--- src/rtl/te_sync_pkg.sv ---
package te_sync_pkg;
    typedef enum logic [1:0] {
        ST_OFF     = 2'd0,
        ST_WAIT_VS = 2'd1,
        ST_COUNT   = 2'd2
    } te_state_e;

    localparam logic [1:0] MODE_LINE  = 2'b10;
    localparam logic [1:0] MODE_VSYNC = 2'b11;
endpackage

--- src/rtl/te_tick_gen.sv ---
module te_tick_gen #(
    parameter int DIV_W = 3
) (
    input  logic             clk,
    input  logic             rst_n,
    input  logic             en,
    input  logic [DIV_W-1:0] div,
    output logic             tick
);
    logic [DIV_W-1:0] phase_q;

    assign tick = en && (phase_q == div);

    always_ff @(posedge clk or negedge rst_n) begin
        if (!rst_n) begin
            phase_q <= '0;
        end else if (!en || tick) begin
            phase_q <= '0;
        end else begin
            phase_q <= phase_q + DIV_W'(1);
        end
    end
endmodule

--- src/rtl/te_pulse_classifier.sv ---
module te_pulse_classifier #(
    parameter int HS_W = 3,
    parameter int VS_W = 9
) (
    input  logic            clk,
    input  logic            rst_n,
    input  logic            en,
    input  logic            te_in,
    input  logic            tick,
    input  logic            hs_inv,
    input  logic            vs_inv,
    input  logic [HS_W-1:0] hs_width,
    input  logic [VS_W-1:0] vs_width,
    output logic            hs_evt,
    output logic            vs_evt
);
    localparam int CNT_W = VS_W + 4;
    localparam logic [CNT_W-1:0] CNT_MAX = '1;

    logic [CNT_W-1:0] hs_thr, vs_thr;
    assign hs_thr = CNT_W'(hs_width) + CNT_W'(1);
    assign vs_thr = (CNT_W'(vs_width) + CNT_W'(1)) << 3;

    // two-flop synchronizer plus one history stage for edge finding
    logic s1, s2, s3;
    always_ff @(posedge clk or negedge rst_n) begin
        if (!rst_n) begin
            s1 <= 1'b0;
            s2 <= 1'b0;
            s3 <= 1'b0;
        end else begin
            s1 <= te_in;
            s2 <= s1;
            s3 <= s2;
        end
    end

    // view 0 sees the line with horizontal polarity, view 1 with vertical
    logic [1:0] inv, act, act_d, ends;
    assign inv = {vs_inv, hs_inv};

    for (genvar v = 0; v < 2; v++) begin : g_view
        logic [CNT_W-1:0] wid;
        assign act[v]   = s2 ^ inv[v];
        assign act_d[v] = s3 ^ inv[v];
        assign ends[v]  = en && act_d[v] && !act[v];

        always_ff @(posedge clk or negedge rst_n) begin
            if (!rst_n) begin
                wid <= '0;
            end else if (!en || !act[v]) begin
                wid <= '0;
            end else if (tick && (wid != CNT_MAX)) begin
                wid <= wid + CNT_W'(1);
            end
        end
    end

    always_ff @(posedge clk or negedge rst_n) begin
        if (!rst_n) begin
            hs_evt <= 1'b0;
            vs_evt <= 1'b0;
        end else begin
            hs_evt <= ends[0] && (g_view[0].wid >= hs_thr) && (g_view[0].wid < vs_thr);
            vs_evt <= ends[1] && (g_view[1].wid >= vs_thr);
        end
    end

    a_r4_hs_evt_single: assert property (@(posedge clk) disable iff (!rst_n)
        hs_evt |=> !hs_evt);
    a_r5_vs_evt_single: assert property (@(posedge clk) disable iff (!rst_n)
        vs_evt |=> !vs_evt);
    a_r1_no_evt_when_off: assert property (@(posedge clk) disable iff (!rst_n)
        !en |=> (!hs_evt && !vs_evt));
endmodule

--- src/rtl/te_match_fsm.sv ---
module te_match_fsm
    import te_sync_pkg::*;
#(
    parameter int LINE_W = 11
) (
    input  logic              clk,
    input  logic              rst_n,
    input  logic              en,
    input  logic [1:0]        mode,
    input  logic [LINE_W-1:0] target,
    input  logic              hs_evt,
    input  logic              vs_evt,
    output logic              match_n,
    output logic [LINE_W-1:0] line_no
);
    localparam logic [LINE_W-1:0] LINE_MAX = '1;

    te_state_e         state_q, state_d;
    logic [LINE_W-1:0] lc_q, lc_d;
    logic              fire;

    always_comb begin
        state_d = state_q;
        lc_d    = lc_q;
        fire    = 1'b0;
        unique case (state_q)
            ST_OFF: begin
                state_d = ST_WAIT_VS;
            end
            ST_WAIT_VS: begin
                if (vs_evt) begin
                    if (mode == MODE_LINE) begin
                        state_d = ST_COUNT;
                        lc_d    = '0;
                        fire    = (target == '0);
                    end else begin
                        fire = 1'b1;
                    end
                end
            end
            ST_COUNT: begin
                if (mode != MODE_LINE) begin
                    state_d = ST_WAIT_VS;
                end else if (vs_evt) begin
                    lc_d = '0;
                    fire = (target == '0);
                end else if (hs_evt && (lc_q != LINE_MAX)) begin
                    lc_d = lc_q + LINE_W'(1);
                    fire = ((lc_q + LINE_W'(1)) == target);
                end
            end
            default: state_d = ST_OFF;
        endcase
        if (!en) begin
            state_d = ST_OFF;
            lc_d    = '0;
            fire    = 1'b0;
        end
    end

    // state register
    always_ff @(posedge clk or negedge rst_n) begin
        if (!rst_n) begin
            state_q <= ST_OFF;
            lc_q    <= '0;
        end else begin
            state_q <= state_d;
            lc_q    <= lc_d;
        end
    end

    // outputs
    always_ff @(posedge clk or negedge rst_n) begin
        if (!rst_n) begin
            match_n <= 1'b1;
        end else begin
            match_n <= !fire;
        end
    end

    assign line_no = lc_q;

    a_r9_match_one_clock: assert property (@(posedge clk) disable iff (!rst_n)
        !match_n |=> match_n);
    a_r7_match_needs_vsync: assert property (@(posedge clk) disable iff (!rst_n)
        (!match_n && ($past(mode) == MODE_VSYNC)) |-> $past(vs_evt));
    a_r1_quiet_when_off: assert property (@(posedge clk) disable iff (!rst_n)
        !en |=> (match_n && (line_no == '0)));
    a_r8_line_step: assert property (@(posedge clk) disable iff (!rst_n)
        ((state_q == ST_COUNT) && ($past(state_q) == ST_COUNT) && (lc_q != $past(lc_q)))
        |-> (($past(vs_evt) && (lc_q == '0)) ||
             ($past(hs_evt) && (lc_q == $past(lc_q) + LINE_W'(1)))));
endmodule

--- src/rtl/te_sync_detector.sv ---
module te_sync_detector #(
    parameter int DIV_W  = 3,
    parameter int HS_W   = 3,
    parameter int VS_W   = 9,
    parameter int LINE_W = 11
) (
    input  logic              clk,
    input  logic              rst_n,
    input  logic              te_in,
    input  logic              det_enable,
    input  logic [1:0]        sync_mode,
    input  logic [DIV_W-1:0]  clk_div,
    input  logic [HS_W-1:0]   hs_width,
    input  logic [VS_W-1:0]   vs_width,
    input  logic              hs_inv,
    input  logic              vs_inv,
    input  logic [LINE_W-1:0] target_line,
    output logic              match_n,
    output logic              hsync_det,
    output logic              vsync_det,
    output logic [LINE_W-1:0] line_no
);
    logic en, tick;

    assign en = det_enable && sync_mode[1];

    te_tick_gen #(.DIV_W(DIV_W)) u_tick (
        .clk  (clk),
        .rst_n(rst_n),
        .en   (en),
        .div  (clk_div),
        .tick (tick)
    );

    te_pulse_classifier #(.HS_W(HS_W), .VS_W(VS_W)) u_class (
        .clk     (clk),
        .rst_n   (rst_n),
        .en      (en),
        .te_in   (te_in),
        .tick    (tick),
        .hs_inv  (hs_inv),
        .vs_inv  (vs_inv),
        .hs_width(hs_width),
        .vs_width(vs_width),
        .hs_evt  (hsync_det),
        .vs_evt  (vsync_det)
    );

    te_match_fsm #(.LINE_W(LINE_W)) u_fsm (
        .clk    (clk),
        .rst_n  (rst_n),
        .en     (en),
        .mode   (sync_mode),
        .target (target_line),
        .hs_evt (hsync_det),
        .vs_evt (vsync_det),
        .match_n(match_n),
        .line_no(line_no)
    );
endmodule

--- config.mk ---
export PLATFORM = sky130hd
export DESIGN_NAME = te_sync_detector
export DESIGN_NICKNAME = d
export VERILOG_FILES = /design/src/rtl/te_sync_pkg.sv /design/src/rtl/te_tick_gen.sv /design/src/rtl/te_pulse_classifier.sv /design/src/rtl/te_match_fsm.sv /design/src/rtl/te_sync_detector.sv
export SDC_FILE = /design/constraint.sdc
export NUM_CORES = 1
export LEC_CHECK = 0
export ABC_CLOCK_PERIOD_IN_PS = 2200
export BUFFER_PORTS_ARGS = -buffer_cell sky130_fd_sc_hd__buf_4
export CAP_MARGIN = 30
export CORE_ASPECT_RATIO = 0.6
export CORE_MARGIN = 3
export CORE_UTILIZATION = 53
export CTS_CLUSTER_DIAMETER = 150
export CTS_CLUSTER_SIZE = 16
export DETAILED_ROUTE_END_ITERATION = 10
export PLACE_DENSITY = 0.8
export RECOVER_POWER = 50
export SLEW_MARGIN = 20
export SYNTH_ARGS = -nofsm -noshare
export SYNTH_HDL_FRONTEND = slang
export SYNTH_SLANG_ARGS = --single-unit
--- constraint.sdc ---
create_clock -name clk -period 2.2 [get_ports clk]
set_clock_uncertainty 0.1 [all_clocks]
set_input_delay 0.11 -clock clk [delete_from_list [all_inputs] [get_ports clk]]
set_output_delay 0.11 -clock clk [all_outputs]
set_load 0.005 [all_outputs]
==> results.md, run 1 <==
- Status: complete, no violations
- Sequential fraction of the synthesis area: 0.349
- Cells after synthesis: roughly 390
- Area Growth Syn to Fin: 22.0%
- Antenna Diode Count: 0
- Core area: a little over 6000 µm²
- Later-pin clock latency in the skew report: 300 ps
- DRC violations left: 0
- Max-slew headroom: 0.195
- Final setup fails: 0
- Port Buffer Count: 47
- Cell area after synthesis: roughly 3400 µm²
- Slew of the pin with the lowest slew margin: 1210 ps
- Adder-Cell Fraction of Synth Area: 0.123
- Clock power share: 0.358
- CTS tree: done
- GRT overflow: 0
- Slew Viols, Final: 0
- GRT Overall Usage: 0.246
- Syn nets: 459
- Global-route wire length before repair: about 14 mm
- Placed Instances: 535
- Post-Synth XOR/XNOR Area: 0.114
- Critical Path Most Common Cell: o2111ai_1
- Filler cells: between 400 and 500
- Logic pwr share: 0.133
- Fin crit period: approximately 2100 ps
- GPL Wtd Cong: between 0.8 and 0.9
- Post-Synth Simple-Gate Area: 0.231
- Final period util: 0.952
- Critical Path RT: roughly 2300 ps
- Post-DRT Antenna Nets: 0
- CP arrival: about 2200 ps
- Routed WL per cell: 16.6 µm
- Leading cell type in the layout, fill and taps excluded: buf_4
- Int Power: between 1000 and 1500 µW
- Max incr delay on CP: about 400 ps
- Leading area contributor after synthesis: dfrtp_1
- Initial Utilization: 0.557
- Yosys warns: 0
- Crit-path max FO: 6
- Initial drt markers: 300
- P_sw: around 430 µW
- FMAX: 0.478 GHz
- Largest net degree at the start of global routing: ~50
- Die Width: about 110 µm
- Worst setup SP type: flip-flop
- CP cell instances: buf_4, and3_1, nand3_1, xnor2_1, o2111ai_1, nor4b_2, o2111ai_1
- Peak VDD IR: roughly 0.00026 V
- Multi-input logic area: between 2000 and 2500 µm²
- Register area: approximately 1200 µm²
- Most frequent cells in the layout: buf_4 (66), dfrtp_1 (47), nor2_1 (43), nand2_1 (33), ha_1 (33)
- Critical-path top delay cell: dfrtp_1
- Clk root buf: clkbuf_8
- Reg clk slew, reported paths: about 90 ps
- Post-synth EDFFs: 0
- Number of global-route vias before repair: approximately 3000
- Critical path class: reg2reg
- Die ar.: about 7500 µm²
- CTS max path bufs: 2
- Clk sink count: between 40 and 50
- Largest family of logic cells by synthesized area: simple AND/OR/NAND/NOR gates
- Area share of the largest cell type after synthesis: 0.341
- FP Rows: 22
- Initial antenna violation count: 0
- Dominant cells by area after synthesis: dfrtp_1 (34%), ha_1 (12%), xnor2_1 (6.1%)
- Synth cell types: 49
- IO Count: 48
- Synth Area in Compound Gates: 0.148
- Leak Pwr: approximately 0.0018 µW
- Nets: around 530
- Hold Fails Final Rpt: 0
- Asr flop ratio synth: 1.00
- Power per Cell Area: about 420 nW/µm²
- Ys flop type: dfrtp_1
- Setup crit end kind: flip-flop
- Htree depth: 2
- Synthesis-stage register bit count: 48
- Max cap viols: 0
- DR pass1 iterations: 5
- CTS Buf Count: 5
- DP HPWL: around 6.9 mm
- Register share of total power: 0.509
- Routed vias: between 3000 and 4000
- Sw Share: 0.246
- Non-Filler Instances: approximately 550
- Routed vias/inst: between 5 and 6
- Avg Cell Area, Syn: about 8.8 µm²
- Die Y: approximately 68 µm
- Design area: roughly 4200 µm²
- Mux cell area share after synthesis: 0.00290
- Share of cells above drive strength 1: 0.194
- Hold WC Path Type: in2reg
- Routed wire length: 9.10 mm
- Area after DPL: between 4000 and 5000 µm²
[power by group through the flow]
stage               combinational (µW)  sequential, µW  clock [µW]
finish                             234             897         632
global route                       260             898         684
global placement                   212             913           0
floorplan                          110             911           0
CTS                                227             896         648
detailed placement                 222             914           0
[flip-flops by register name (all words and copies together), names as in the netlist]
| register | count |
|---|---|
| u_class.hs_evt | 1 |
| u_class.vs_evt | 1 |
| u_class.g_view.wid | 26 |
| u_class.s3 | 1 |
| u_class.s2 | 1 |
| u_fsm.state_q | 2 |
| u_tick.phase_q | 3 |
| u_fsm.match_n | 1 |
| u_fsm.line_no | 11 |
| u_class.s1 | 1 |
[per-layer routing]
layer	vias to the layer above	global-route usage	share of wire
li1	1554	-	-
met1	1555	0.383	0.51
met2	124	0.355	0.41
met3	12	0.0391	0.067
met4	0	0.0614	0.012
met5	-	0	0
[path summary, 6_finish.rpt]
path                                         startpoint                              endpoint  slack (ps)  depth (start not counted)
hold reg to reg                    u_class.s1$_DFF_PN0_                  u_class.s2$_DFF_PN0_         270                          0
hold / removal                             sync_mode[1]               u_fsm.match_n$_DFF_PN1_         130                          4
setup / recovery           u_fsm.line_no[0]$_DFFE_PN0P_               u_fsm.match_n$_DFF_PN1_         110                          7
setup reg to reg           u_fsm.line_no[0]$_DFFE_PN0P_               u_fsm.match_n$_DFF_PN1_         110                          7
max in group asynchronous                         rst_n  u_class.g_view[0].wid[3]$_DFFE_PN0P_         780                          2
min in group asynchronous                         rst_n           u_tick.phase_q[0]$_DFF_PN0_         490                          2
[kinds of logic after synthesis]
family                   count (synthesis)
AND/OR/NAND/NOR                        157
AO/OA/AOI/OAI                           81
flip-flops                              48
XOR/XNOR                                45
adder cells (fa/ha/maj)                 34
buffers and inverters                   25
multiplexers                             1
[worst max-delay path, delay by kind of cell (launching register included)]
kind            cells  cell delay (ps)
xor+xnor            1              310
flops               1              400
buf+inv             1              170
simple gates        3              720
compound gates      2              320
[layout make-up]
cell class	instances	area share
timing repair buffer	74	0.133
tap	84	0.0250
clock inverter	2	0.00833
multi-input combinational	318	0.517
clock buffer	6	0.0172
sequential	48	0.286
inverter	16	0.0143
[repair_timing]
item,in CTS,in global routing
endpoints found under the setup margin,1,9
pin swaps,0,2
hold buffers,2,0
setup buffers,0,3
endpoints found under the hold margin,48,0
gates resized for setup,1,6
[synthesized netlist by cell type, types with 2 or more instances]
master,instances
buf_2,2
nand2_1,33
ha_1,34
o21ai_1,2
nand4_2,2
xor2_1,21
o2111ai_1,6
or4_1,2
nor2b_1,3
dfrtp_1,47
o21ai_0,29
xnor2_1,24
o211ai_1,2
o41ai_1,3
o21a_1,2
clkbuf_1,5
a21oi_1,19
nor3_1,8
inv_1,16
a31oi_1,3
nand3_1,21
o31ai_1,3
or3_1,5
and2_1,4
a211oi_1,2
nand4_1,8
nor4_1,10
nand2b_1,5
and4_1,4
and3_1,5
nor2_1,43
[through the flow]
stage                     TNS (ps)  total power, µW  setup slack (ps)  hold WS [ps]   util
after floorplan                  0             1020              20.8          -286      -
after global placement           0             1130              79.5          67.6  0.650
after detailed placement     -89.6             1140             -89.6          65.6  0.650
after CTS                        0             1770              58.7           123  0.671
after global routing         -11.2             1840             -11.2           165  0.679
final                            0             1760               107           131  0.679
Power figures use the tool's default switching activity.
==> inputs of run 2 (changes only) <==
--- a/config.mk
+++ b/config.mk
@@ -11,6 +11,7 @@
 export CORE_ASPECT_RATIO = 0.6
 export CORE_MARGIN = 3
 export CORE_UTILIZATION = 53
+export CTS_BUF_LIST = sky130_fd_sc_hd__clkbuf_16
 export CTS_CLUSTER_DIAMETER = 150
 export CTS_CLUSTER_SIZE = 16
 export DETAILED_ROUTE_END_ITERATION = 10
==> run 2 against run 1 <==
  * Setup slack better by 16 ps
  * Via count up 1.8%
  * Worst hold slack improved by 12 ps
  * Total power up 13%
  * Largest cell class unchanged
  * Register-to-register slack improved by 20 ps
  * Flip-flop and latch count unchanged
  * Sequential share of layout area down 0.44 points
  * Combinational power hardly changed
  * Design area increased by 1.5%
  * Highest routed layer unchanged
  * Utilization grew 1.1 points
  * Critical endpoint is now u_fsm.line_no[1]$_DFFE_PN0P_
  * Fmax is 0.76% higher
==> results.md, run 2 (synthesized netlist as in run 1, its figures left out) <==
- Status: complete, no violations
- Register share of total power: 0.452 (-0.057)
- Worst Reg-to-Reg Cells: 6 (-1)
- Slew of the pin with the lowest slew margin: 1200 ps (-6.93 ps)
- Critical Path RT: 2320 ps (about the same)
- Hold WC Path Type: in2reg
- GRT Overall Usage: 0.249 (+0.00235)
- Max cap viols: 0 (unchanged)
- Die Y: 68.5 µm (unchanged)
- Worst hold slack: 142 ps (+11.8 ps)
- Int Power: 1520 µW (+15%)
- Sw Share: 0.233 (-0.0129)
- Peak VDD IR: 0.000342 V (+34%)
- Reg clk slew, reported paths: 70 ps (-20 ps)
- Worst setup SP type: flip-flop
- Number of global-route vias before repair: 3015 (+0.40%)
- Global-route wire length before repair: 14.5 mm (+0.67%)
- R2R setup slack: 120 ps (+20 ps)
- Final setup fails: 0 (unchanged)
- CTS max path bufs: 2 (unchanged)
- Most frequent cells in the layout: buf_4 (66), dfrtp_1 (47), nor2_1 (43), nand2_1 (33), ha_1 (33)
- Nets: 532 (+0.19%)
- Max reg flops: 26 (unchanged)
- Htree depth: 2 (unchanged)
- Die ar.: 7540 µm² (unchanged)
- Logic pwr share: 0.119 (-0.014)
- Hold Fails Final Rpt: 0 (unchanged)
- Clk sink count: 48 (unchanged)
- Hold Path Sink: u_fsm.match_n$_DFF_PN1_
- Fin crit period: 2080 ps (-15.7 ps)
- GRT overflow: 0 (unchanged)
- Post-DRT Antenna Nets: 0 (unchanged)
- Routed WL per cell: 16.6 µm (-0.22%)
- Later-pin clock latency in the skew report: 290 ps (about the same)
- Hold Path Cell Cnt: 4 (unchanged)
- Leak Pwr: 0.00186 µW (+1.7%)
- Reg2Reg Launch Point: u_fsm.line_no[8]$_DFFE_PN0P_
- Slew Viols, Final: 0 (unchanged)
- IO Count: 48 (unchanged)
- CP arrival: 2200 ps (-20 ps)
- Initial Utilization: 0.557 (unchanged)
- Power per Cell Area: 465 nW/µm² (+11%)
- Antenna Diode Count: 0 (unchanged)
- CTS tree: done
- Core area: 6190 µm² (unchanged)
- Critical path class: reg2reg
- CTS Buf Count: 5 (unchanged)
- DR pass1 iterations: 5 (unchanged)
- Clock power share: 0.429 (+0.071)
- Setup crit end kind: flip-flop
- DP HPWL: 6.86 mm (unchanged)
- FP Rows: 22 (unchanged)
- Final period util: 0.944 (-0.00714)
- Initial antenna violation count: 0 (unchanged)
- Largest net degree at the start of global routing: 49 (unchanged)
- Routed wire length: 9.09 mm (about the same)
- DRC violations left: 0 (unchanged)
- Biggest register: u_class.g_view.wid
- Area Growth Syn to Fin: 23.9%
- Crit-path max FO: 9 (+3)
- Tot Pwr: 1990 µW (+13%)
- GPL Wtd Cong: 0.868 (unchanged)
- Share of cells above drive strength 1: 0.194 (-0.000417)
- FMAX: 0.481 GHz (+0.76%)
- FF-to-FF End: u_fsm.line_no[1]$_DFFE_PN0P_
- P_sw: 463 µW (+6.8%)
- Initial drt markers: 324 (+8.0%)
- Hold Crit Start: sync_mode[1]
- Routed vias/inst: 6.02 (+1.7%)
- Leading cell type in the layout, fill and taps excluded: buf_4
- Port Buffer Count: 47 (unchanged)
- Routed vias: 3305 (+1.8%)
- Clk root buf: clkbuf_16
- Die Width: 110 µm (unchanged)
- Max-slew headroom: 0.200 (+0.00462)
## run 2: cell types whose count changed in the layout (fill, tap and decap cells not counted)
cell | before | now
clkbuf_1 | 1 | 0
clkbuf_16 | 0 | 5
clkbuf_8 | 5 | 0
inv_1 | 16 | 17
o31a_1 | 0 | 1
## run 2: routing by layer
layer,wire (µm),global-route usage,part of all wire,vias to the layer above
met2,3690,0.356,0.41,154
met3,732,0.0409,0.081,19
li1,-,-,-,1565
met5,0,0,0,-
met4,129,0.0707,0.014,0
met1,4540,0.384,0.50,1567
## run 2: worst max-delay path by stage
stage                                       startpoint                            to  slack (ps)  depth (start not counted)
after floorplan           u_fsm.line_no[0]$_DFFE_PN0P_  u_fsm.line_no[8]$_DFFE_PN0P_          20                          6
after global placement    u_fsm.line_no[3]$_DFFE_PN0P_  u_fsm.line_no[4]$_DFFE_PN0P_          80                          6
after detailed placement                   vs_width[2]      u_class.hs_evt$_DFF_PN0_         -90                         11
after CTS                 u_fsm.line_no[0]$_DFFE_PN0P_       u_fsm.match_n$_DFF_PN1_          60                          8
after global routing      u_fsm.line_no[0]$_DFFE_PN0P_       u_fsm.match_n$_DFF_PN1_          -8                          7
final                     u_fsm.line_no[8]$_DFFE_PN0P_  u_fsm.line_no[1]$_DFFE_PN0P_         120                          6
## run 2: power groups by stage
stage / Sequential, µW / Clock [µW] / Combinational (µW)
after floorplan: 911 / 0 / 110
after global placement: 913 / 0 / 212
after detailed placement: 914 / 0 / 222
after CTS: 897 / 862 / 227
after global routing: 898 / 906 / 263
final: 898 / 851 / 237
## run 2: critical path, stage by stage (launching register included)
cell and delay (ps):
dfrtp_1 520, nand3_1 190, or3_1 350, a31oi_1 260, o31a_1 320, buf_4 160
a22o_1 120
## run 2: area by class of cell
class                           instances  area, µm²
Clock buffer                            5        125
Clock inverter                          3       38.8
Fill cell                             472       1920
Inverter                               16       60.1
Multi-Input combinational cell        319       2180
Sequential cell                        48       1200
Tap cell                               84        105
Timing Repair Buffer                   74        558
## run 2: through the flow
| stage | setup WS [ps] | util | cell area [µm²] | std cells | setup TNS [ps] |
|---|---|---|---|---|---|
| after global placement | 79.5 | 0.650 | 4030 | 535 | 0 |
| after global routing | -8.01 | 0.690 | 4270 | 549 | -9.18 |
| final | 122 | 0.690 | 4270 | 549 | 0 |
| after CTS | 60.9 | 0.680 | 4210 | 545 | 0 |
| after floorplan | 20.8 | - | 3450 | 391 | 0 |
| after detailed placement | -89.6 | 0.650 | 4030 | 535 | -89.6 |
## run 2: what timing repair did
action | in CTS | in global routing
gates resized for setup | 1 | 6
pin swaps | 0 | 2
hold buffers | 2 | 0
setup endpoints to repair | 1 | 8
gates cloned | 0 | 1
endpoints found under the hold margin | 48 | 0
buffers inserted | 0 | 3
